$ cat src/rtl/spi_boot_pkg.sv
package spi_boot_pkg;
  typedef enum logic [1:0] {
    RD_IDLE = 2'd0,
    RD_XFER = 2'd1,
    RD_HOLD = 2'd2
  } rd_state_e;

  localparam int HDR_BITS = 32;
  localparam logic [7:0] RD_OPCODE = 8'h03;
endpackage

$ cat src/rtl/spi_sclk_gen.sv
module spi_sclk_gen #(
  parameter int HALF = 20
) (
  input  logic clk_i,
  input  logic rst_ni,
  input  logic count_en_i,
  input  logic toggle_en_i,
  input  logic halt_i,
  output logic tick_o,
  output logic rise_o,
  output logic fall_o,
  output logic sclk_o
);
  localparam int CW = (HALF > 1) ? $clog2(HALF) : 1;

  logic [CW-1:0] cnt_q;
  logic          sclk_q;

  assign tick_o = count_en_i && (cnt_q == CW'(HALF - 1));
  assign rise_o = tick_o && toggle_en_i && !halt_i && !sclk_q;
  assign fall_o = tick_o && toggle_en_i && !halt_i && sclk_q;
  assign sclk_o = sclk_q;

  always_ff @(posedge clk_i or negedge rst_ni) begin
    if (!rst_ni) begin
      cnt_q  <= '0;
      sclk_q <= 1'b0;
    end else begin
      if (halt_i || !count_en_i || tick_o) cnt_q <= '0;
      else                                 cnt_q <= cnt_q + 1'b1;
      if (halt_i || !toggle_en_i) sclk_q <= 1'b0;
      else if (tick_o)            sclk_q <= ~sclk_q;
    end
  end


  sclk_high_phase_chk: assert property (@(posedge clk_i) disable iff (!rst_ni)
    $rose(sclk_q) && !halt_i |=> sclk_q);
endmodule

$ cat src/rtl/spi_tx_shift.sv
module spi_tx_shift #(
  parameter int W = 32
) (
  input  logic         clk_i,
  input  logic         rst_ni,
  input  logic         load_i,
  input  logic [W-1:0] load_val_i,
  input  logic         shift_i,
  output logic         mosi_o
);
  logic [W-1:0] sh_q;

  always_ff @(posedge clk_i or negedge rst_ni) begin
    if (!rst_ni)      sh_q <= '0;
    else if (load_i)  sh_q <= load_val_i;
    else if (shift_i) sh_q <= {sh_q[W-2:0], 1'b0};
  end

  assign mosi_o = sh_q[W-1];
endmodule

$ cat src/rtl/spi_rx_byte.sv
module spi_rx_byte (
  input  logic       clk_i,
  input  logic       rst_ni,
  input  logic       clr_i,
  input  logic       sample_i,
  input  logic       miso_i,
  output logic [7:0] byte_o,
  output logic       valid_o
);
  logic [7:0] sh_q;
  logic [2:0] bit_q;
  logic [7:0] byte_q;
  logic       valid_q;
  logic [7:0] next_sh;

  // LSB-first: new bits enter at the top and move down
  assign next_sh = {miso_i, sh_q[7:1]};

  always_ff @(posedge clk_i or negedge rst_ni) begin
    if (!rst_ni) begin
      sh_q    <= '0;
      bit_q   <= '0;
      byte_q  <= '0;
      valid_q <= 1'b0;
    end else begin
      valid_q <= 1'b0;
      if (clr_i) begin
        bit_q <= '0;
      end else if (sample_i) begin
        sh_q  <= next_sh;
        bit_q <= bit_q + 1'b1;
        if (bit_q == 3'd7) begin
          byte_q  <= next_sh;
          valid_q <= 1'b1;
        end
      end
    end
  end

  assign byte_o  = byte_q;
  assign valid_o = valid_q;


  valid_pulse_chk: assert property (@(posedge clk_i) disable iff (!rst_ni)
    valid_q |=> !valid_q);
endmodule

$ cat src/rtl/spi_boot_reader.sv
module spi_boot_reader
  import spi_boot_pkg::*;
#(
  parameter int CLK_DIV = 40,
  parameter int CNT_W   = 16
) (
  input  logic             clk_i,
  input  logic             rst_ni,
  input  logic             start_i,
  input  logic             abort_i,
  input  logic [CNT_W-1:0] byte_count_i,
  input  logic             miso_i,
  output logic             sclk_o,
  output logic             mosi_o,
  output logic             ss_no,
  output logic             busy_o,
  output logic [7:0]       byte_o,
  output logic             byte_valid_o
);
  localparam int HALF  = CLK_DIV / 2;
  localparam int HCW   = $clog2(HDR_BITS);
  localparam logic [HDR_BITS-1:0] HDR_WORD = {RD_OPCODE, 24'h000000};

  rd_state_e        state_q;
  logic             ss_q;
  logic             hdr_q;
  logic [HCW-1:0]   hdr_cnt_q;
  logic [2:0]       dbit_q;
  logic [CNT_W-1:0] done_q;
  logic [CNT_W-1:0] goal_q;

  logic accept, halt, tick, rise, fall;

  assign accept = (state_q == RD_IDLE) && start_i;
  assign halt   = (state_q == RD_XFER) && abort_i;

  spi_sclk_gen #(.HALF(HALF)) u_clk (
    .clk_i       (clk_i),
    .rst_ni      (rst_ni),
    .count_en_i  (state_q != RD_IDLE),
    .toggle_en_i (state_q == RD_XFER),
    .halt_i      (halt),
    .tick_o      (tick),
    .rise_o      (rise),
    .fall_o      (fall),
    .sclk_o      (sclk_o)
  );

  spi_tx_shift #(.W(HDR_BITS)) u_tx (
    .clk_i      (clk_i),
    .rst_ni     (rst_ni),
    .load_i     (accept),
    .load_val_i (HDR_WORD),
    .shift_i    (fall),
    .mosi_o     (mosi_o)
  );

  spi_rx_byte u_rx (
    .clk_i    (clk_i),
    .rst_ni   (rst_ni),
    .clr_i    (accept),
    .sample_i (rise && !hdr_q),
    .miso_i   (miso_i),
    .byte_o   (byte_o),
    .valid_o  (byte_valid_o)
  );

  always_ff @(posedge clk_i or negedge rst_ni) begin
    if (!rst_ni) begin
      state_q   <= RD_IDLE;
      ss_q      <= 1'b1;
      hdr_q     <= 1'b1;
      hdr_cnt_q <= '0;
      dbit_q    <= '0;
      done_q    <= '0;
      goal_q    <= '0;
    end else begin
      unique case (state_q)
        RD_IDLE: if (start_i) begin
          state_q   <= RD_XFER;
          ss_q      <= 1'b0;
          hdr_q     <= 1'b1;
          hdr_cnt_q <= '0;
          dbit_q    <= '0;
          done_q    <= '0;
          goal_q    <= byte_count_i;
        end
        RD_XFER: begin
          if (abort_i) begin
            state_q <= RD_HOLD;
          end else if (fall) begin
            if (hdr_q) begin
              hdr_cnt_q <= hdr_cnt_q + 1'b1;
              if (hdr_cnt_q == HCW'(HDR_BITS - 1)) begin
                hdr_q <= 1'b0;
                if (goal_q == '0) state_q <= RD_HOLD;
              end
            end else begin
              dbit_q <= dbit_q + 1'b1;
              if (dbit_q == 3'd7) begin
                done_q <= done_q + CNT_W'(1);
                if (done_q + CNT_W'(1) == goal_q) state_q <= RD_HOLD;
              end
            end
          end
        end
        RD_HOLD: if (tick) begin
          state_q <= RD_IDLE;
          ss_q    <= 1'b1;
        end
        default: state_q <= RD_IDLE;
      endcase
    end
  end

  assign ss_no  = ss_q;
  assign busy_o = (state_q != RD_IDLE);


  busy_select_chk: assert property (@(posedge clk_i) disable iff (!rst_ni)
    busy_o == !ss_no);

  idle_sclk_low_chk: assert property (@(posedge clk_i) disable iff (!rst_ni)
    ss_no |-> !sclk_o);

  mosi_stable_chk: assert property (@(posedge clk_i) disable iff (!rst_ni)
    sclk_o && $past(sclk_o) |-> $stable(mosi_o));

  abort_stop_chk: assert property (@(posedge clk_i) disable iff (!rst_ni)
    halt |=> !sclk_o && !byte_valid_o);

  no_excess_byte_chk: assert property (@(posedge clk_i) disable iff (!rst_ni)
    byte_valid_o |-> done_q <= goal_q);
endmodule

$ cat config.mk
export PLATFORM = sky130hd
export DESIGN_NAME = spi_boot_reader
export DESIGN_NICKNAME = d
export VERILOG_FILES = /design/src/rtl/spi_boot_pkg.sv /design/src/rtl/spi_sclk_gen.sv /design/src/rtl/spi_tx_shift.sv /design/src/rtl/spi_rx_byte.sv /design/src/rtl/spi_boot_reader.sv
export SDC_FILE = /design/constraint.sdc
export NUM_CORES = 1
export LEC_CHECK = 0
export BUFFER_PORTS_ARGS = -buffer_cell sky130_fd_sc_hd__buf_4
export CORE_UTILIZATION = 62
export DETAILED_ROUTE_END_ITERATION = 10
export GPL_TIMING_DRIVEN = 0
export HOLD_SLACK_MARGIN = 0.08
export PLACE_DENSITY = 0.81
export REMOVE_ABC_BUFFERS = 1
export SLEW_MARGIN = 25
export SYNTH_ARGS = -nofsm -noshare
export SYNTH_HDL_FRONTEND = slang
export SYNTH_HIERARCHICAL = 1
export SYNTH_SLANG_ARGS = --single-unit
export TNS_END_PERCENT = 5
$ cat constraint.sdc
create_clock -name clk_i -period 3.1 [get_ports clk_i]
set_input_delay 0.62 -clock clk_i [delete_from_list [all_inputs] [get_ports clk_i]]
set_output_delay 0.62 -clock clk_i [all_outputs]
set_load 0.02 [all_outputs]
Yosys cells after proc, flatten, opt, wreduce, memory -nomap -nowiden
Cells that the tools add are included.

storage, ports and cells
  register bits after elaboration = 102
  logic and storage cells = 118
  output and inout bits = 13
  input bits = 21

operators by class
  multiplexer cells = 45
  eq/ne operators = 19
  bitwise operators = 2
  reduce and logical (&&, ||, !) cells = 33
  $add $sub $neg = 5

operators with widths
  kind                                            number
  two-way mux 16 bit                              5
  two-way mux 32 bit                              2
  one-hot mux 16 bit (2 select lines)             1
  two-way mux 5 bit                               5
  two-way mux 2 bit                               9
  two-way mux 3 bit                               6
  adder 16 x 1 -> 16 bit (second input constant)  1
  equality test 16 bit                            1
  logical NOT 16 bit                              1
  != test 4 bit (second input constant)           4
  two-way mux 1 bit                               12
  != test 2 bit (second input constant)           6
  nonzero test 2 bit                              6
  adder 5 x 1 -> 5 bit (second input constant)    2
  equality test 5 bit (second input constant)     2
  one-hot mux 5 bit (2 select lines)              1
  AND reduction 5 bit                             2
  logical AND 1 bit                               8
  AND reduction 7 bit                             1
  adder 3 x 1 -> 3 bit (second input constant)    2
  equality test 3 bit (second input constant)     2
  one-hot mux 2 bit (3 select lines)              1
  one-hot mux 3 bit (2 select lines)              1
  AND reduction 3 bit                             2
  12 further kinds                                21

Depth between registers and ports, before layout
  depth in word-level cells = 8
  mapped depth = 13

Cells and area by module
Netlist, hierarchy kept.

modules (own cells, without submodules)
  module           sequential area each (um^2)  area an instance (um^2)  cells an instance  times used
  spi_boot_reader  1,103.6                      2,665.1                  280                1
  spi_tx_shift     800.8                        1,512.7                  139                1
  spi_rx_byte      475.5                        795.8                    47                 1
  spi_sclk_gen     150.1                        295.3                    28                 1

Worst setup path after synthesis
No wires, ideal clock.

  path kind = reg2reg
  from = register state_q[0]
  to = register done_q[0]
  cell stages (with the launch flop) = 11
  buffers on the path = 3
  data required time = 2,972 ps
  clock period less this slack = 2,590 ps
  library setup time = 128 ps
  arrival time = 2,462 ps
  setup slack = 510 ps
  cells stage by stage = dfrtp_1 -> clkbuf_1 -> or2_2 -> and2_2 -> and3_1 -> nand2b_1 -> nor2_1 -> o22ai_1 -> buf_2 -> buf_2 -> o21ai_0

between the ends
  cells in the longest elaborated chain, start to end = 7
  elaborated cells between the ends (all ways) = 17
  classes of those cells = eq/ne (6); mux (1); reduce/logical (10)

RTL lines
  what                                  RTL line                text
  start, declared                       spi_boot_reader.sv:24   rd_state_e state_q;
  start signal, assigned                spi_boot_reader.sv:70   state_q <= RD_IDLE;
  start signal, assigned                spi_boot_reader.sv:80   state_q <= RD_XFER;
  start signal, assigned                spi_boot_reader.sv:90   state_q <= RD_HOLD;
  nonzero test 2 bit                    -
  via busy_o                            spi_boot_reader.sv:16   output logic busy_o,
  logical AND 1 bit                     spi_sclk_gen.sv:19      assign tick_o = count_en_i && (cnt_q == CW'(HALF - 1));
  via tick                              spi_boot_reader.sv:32   logic accept, halt, tick, rise, fall;
  logical AND 1 bit (3 in series)       spi_sclk_gen.sv:21      assign fall_o = tick_o && toggle_en_i && !halt_i && sclk_q;
  via fall                              spi_boot_reader.sv:32
  != test 2 bit (no source line)        -
  AND reduction 6 bit (no source line)  -
  end signal, assigned                  spi_boot_reader.sv:101  done_q <= done_q + CNT_W'(1);
  end, declared                         spi_boot_reader.sv:29   logic [CNT_W-1:0] done_q;

The timed path passes the listed nets, and every way through them passes these cells.
A chain may end at the register's enable or synchronous reset.

Worst setup path after layout
  from = register state_q[1]
  to = register done_q[11]

between the ends
  cells in the longest elaborated chain, start to end = 7
  elaborated cells between the ends (all ways) = 17
  classes of those cells = eq/ne (6); mux (1); reduce/logical (10)

RTL lines
  what                                  RTL line               text
  equality test 2 x 1 -> 1 bit          spi_boot_reader.sv:35  assign halt = (state_q == RD_XFER) && abort_i;
  logical AND 1 bit                     spi_boot_reader.sv:35
  via halt                              spi_boot_reader.sv:32
  logical NOT 1 bit                     spi_sclk_gen.sv:21
  logical AND 1 bit (2 in series)       spi_sclk_gen.sv:21
  via fall                              spi_boot_reader.sv:32
  != test 2 bit (no source line)        -
  AND reduction 6 bit (no source line)  -

The timed path passes the listed nets, and every way through them passes these cells.

==> metrics.csv <==
stage;metric;value;unit
floorplanning;die_w;94.2;um
grt;globalRouteTotalUtil;25.2;%
power;p_per_area;741;nW/um2
routing;vias_per_cell;5.66;
floorplanning;core_area;8220;um2
clock_tree;cts_buffer_depth;2;
critical_path;startpoint;state_q[1];
synthesis;syn_inst;494;
floorplanning;start_util;64.1;%
run_status;outcome;completed;
grt;grt_max_degree;102;
floorplanning;fp.dieH;94.2;um
critical_path;reg2reg_from;state_q[1];
clock_tree;path_clk_slew;100;ps
cells_and_area;finalNonFillerCells;652;
synthesis;yosys_warnings;6;
synthesis;synth_seq_cells;101;
placed_design;pre_cts_slack;-369;ps
power;peakVddDrop;0.000416;V
grt;grt_util_met3;4.37;%
clock_tree;cts_made_buffers;9;
sta;finClkSkew;10.7;ps
routing;drc_errors;0;
power;pwr-share-seq;47.5;%
sta;fmax;347;MHz
critical_path;crit_path_start_kind;flip-flop;
cells_and_area;antenna_cells;0;
job;max-cap-violations;0;
sta;tightest_slew;907;ps
grt;grt_pass1_wl;17200;um
synthesis;yosysUniqueCellTypes;58;
routing;vias;3689;
routing;drt_iter0_markers;220;
clock_tree;cts_sinks;101;
routing;ant_nets;0;
cells_and_area;nNetsFinal;571;
sta;layout_setup_ws;220;ps
critical_path;reg2reg_slack;220;ps
power;pwr-share-comb;32.5;%
power;intPower;2.79;mW
routing;drt_wl_total;10100;um
critical_path;reg2reg_to;done_q[11];
critical_path;critPathCaptureType;flip-flop;
sta;slew_headroom;39.6;%
synthesis;seq_area_frac_synth;48.0;%
critical_path;crit_type;reg2reg;
grt;antenna_found_initial;0;
sta;finalHoldViolations;0;
sta;min_period;2880;ps
power;clkPwrFrac;20.0;%
synthesis;synthArstFlopShare;100;%
grt;grt.busiest_layer;met2;
synthesis;postSynthAreaPerCell;10.7;um2
power;netSwitchingPower;1.58;mW
clock_tree;cts_tree;yes;
critical_path;setup.worst_path.end;done_q[11];
clock_tree;cts_root_buf;clkbuf_8;
grt;globalRouteMet1Util;31.3;%
grt;grt_overflow;0;
critical_path;cp.arrival;3150;ps
sta;setup_viol;0;
placed_design;dp_cells;635;
sta;fin_setup_tns;0;ps
hold_path;hp-class;in2async;
clock_tree;cts_hold_buf;0;
grt;first_global_vias;3675;
sta;rsz0062_at_grt;false;
cells_and_area;drive_above_1_share;20.5;%
cells_and_area;final_util;71.8;%
sta;period_share;92.9;%
placed_design;io_buffer_count;33;
synthesis;synth_ff_type;dfrtp_1;
clock_tree;clk_latency;370;ps
cells_and_area;area_delta_synth_final;11.9;%
synthesis;synth_edf_count;0;
critical_path;crit_required;3370;ps
critical_path;path_max_fanout;13;
sta;report.final.slew_viol_count;0;
grt;globalRouteMet2Util;42.7;%
critical_path;rr_worst_depth;12;
floorplanning;rows;33;
power;power.leakage;2.59;nW
power;swShare;36.1;%
routing;wl_per_cell;15.5;um
routing;first_pass_iters;5;
synthesis;syn-cell-area;5270;um2
clock_tree;cts_max_level;3;
placed_design;dp_hpwl;6800;um
floorplanning;io_pins;34;
placed_design;gp_congestion;0.914;
floorplanning;die_area;8870;um2
## per-stage QoR
stage          hold WS [ps]  power [mW]  area, um2
3_5_place_dp            455        3.49       5660
6_report                329        4.37       5900
5_1_grt                 427        4.67       5900
4_1_cts                 377        4.39       5880
3_3_place_gp            444        3.35       5530
2_1_floorplan           324        3.05       5150
## layout make-up
type / instances / area [um2]
Clock buffer: 10 / 128
Clock inverter: 6 / 76.3
Fill cell: 603 / 2320
Inverter: 9 / 33.8
Multi-Input combinational cell: 382 / 2620
Sequential cell: 101 / 2530
Tap cell: 105 / 131
Timing Repair Buffer: 39 / 373
## Yosys cell counts (all sizes together), types with 2 or more instances
cell type | instances | area share, %
a21o | 2 | 0.28
a21oi | 17 | 1.6
a22o | 4 | 0.66
a22oi | 2 | 0.28
and2 | 3 | 0.38
and3 | 6 | 0.71
buf | 22 | 3.7
clkbuf | 10 | 0.74
conb | 2 | 0.14
dfrtp | 99 | 47
dfstp | 2 | 1.0
ha | 8 | 1.9
inv | 9 | 0.64
mux2 | 34 | 7.8
mux2i | 37 | 7.0
nand2 | 56 | 4.0
nand2b | 5 | 0.59
nand3 | 15 | 1.5
nand3b | 2 | 0.52
nand4 | 8 | 1.2
nand4b | 3 | 0.50
nor2 | 26 | 1.9
nor2b | 4 | 0.62
nor3 | 10 | 0.95
nor4 | 5 | 0.59
o21ai | 50 | 4.9
o22ai | 3 | 0.36
o32ai | 2 | 0.48
or2 | 2 | 0.24
or3 | 4 | 0.57
xnor2 | 16 | 2.7
xor2 | 14 | 2.3
## metal layers
layer  part of all wire [%]  routed length [um]
met5                      0                   0
met4                    2.1                 215
met3                    3.5                 356
met2                     51                5200
met1                     43                4330
## what timing repair did
| action | CTS | global route |
|---|---|---|
| pin swaps | 0 | 1 |
| setup endpoints to repair | 23 | 31 |
| gates resized for setup | 4 | 3 |
| buffers inserted | 0 | 1 |
| hold endpoints to repair | 0 | 0 |
## critical path, stage by stage (launching register included)
cell,delay (ps)
dfrtp_1,480
nand2b_4,230
inv_1,210
and2_1,190
nor2b_1,80
and3_4,190
nand2b_1,200
nor2_2,100
o22ai_4,360
buf_6,220
nor2_1,50
mux2_2,270
a22o_1,180
## sequential cells by signal, summed over array words and instances (netlist names)
signal        cells
hdr_cnt_q         5
ss_no             1
u_tx/sh_q        32
hdr_q             1
u_rx/bit_q        3
dbit_q            3
u_rx/valid_o      1
done_q           16
u_rx/byte_o       8
u_clk/cnt_q       5
u_rx/sh_q         7
goal_q           16
state_q           2
u_clk/sclk_o      1
## kinds of logic after synthesis
group	Yosys count	share of synthesized area (%)
compound gates	87	9.83
xor+xnor	30	4.99
fa+ha+maj	8	1.90
buf+inv	41	5.06
flops	101	48.0
mux	71	14.8
other cells	2	0.143
simple gates	154	15.3
## cell usage in the layout (no fill, tap or decap), types with 2 or more instances in the layout
cell,netlist,routed
nor2_1,26,24
xor2_1,14,14
nor2b_1,3,2
or3_1,3,3
buf_6,5,2
a22o_1,4,4
and3_1,6,5
mux2i_1,37,37
mux2_2,27,27
clkbuf_8,0,9
o21ai_1,28,28
nand4b_1,3,3
dfstp_2,2,2
nand2_1,56,56
a21oi_1,17,17
nor3_1,10,10
o21ai_0,20,20
ha_1,8,8
nand2b_1,5,4
xnor2_1,16,16
a21o_1,2,2
buf_4,3,33
conb_1,2,32
o21ai_2,2,2
nand3_1,14,14
mux2_4,7,7
o22ai_1,3,2
and2_1,2,2
nand4_1,7,7
dfrtp_1,99,98
buf_16,0,3
nor4_1,5,5
a22oi_1,2,2
inv_6,0,3
or2_2,2,2
inv_1,9,9
## worst min path at each step
stage                         from        endpoint  slack [ps]  cells past startpoint
finish                      rst_ni       goal_q[2]         330                      1
global route                rst_ni      state_q[1]         430                      1
CTS                         rst_ni   u_tx/sh_q[23]         380                      1
detailed placement  u_clk/cnt_q[0]  u_clk/cnt_q[0]         450                      1
global placement    u_clk/cnt_q[0]  u_clk/cnt_q[0]         440                      1
floorplan                   rst_ni       dbit_q[0]         320                      0
## power groups by stage
stage,registers [mW],logic (mW),clock network (mW)
CTS,2.07,1.42,0.899
global placement,2.07,1.28,0
finish,2.07,1.42,0.875
global route,2.14,1.60,0.936
floorplan,2.00,1.05,0
detailed placement,2.09,1.40,0
Note: power is estimated with default switching activity, not from simulation.
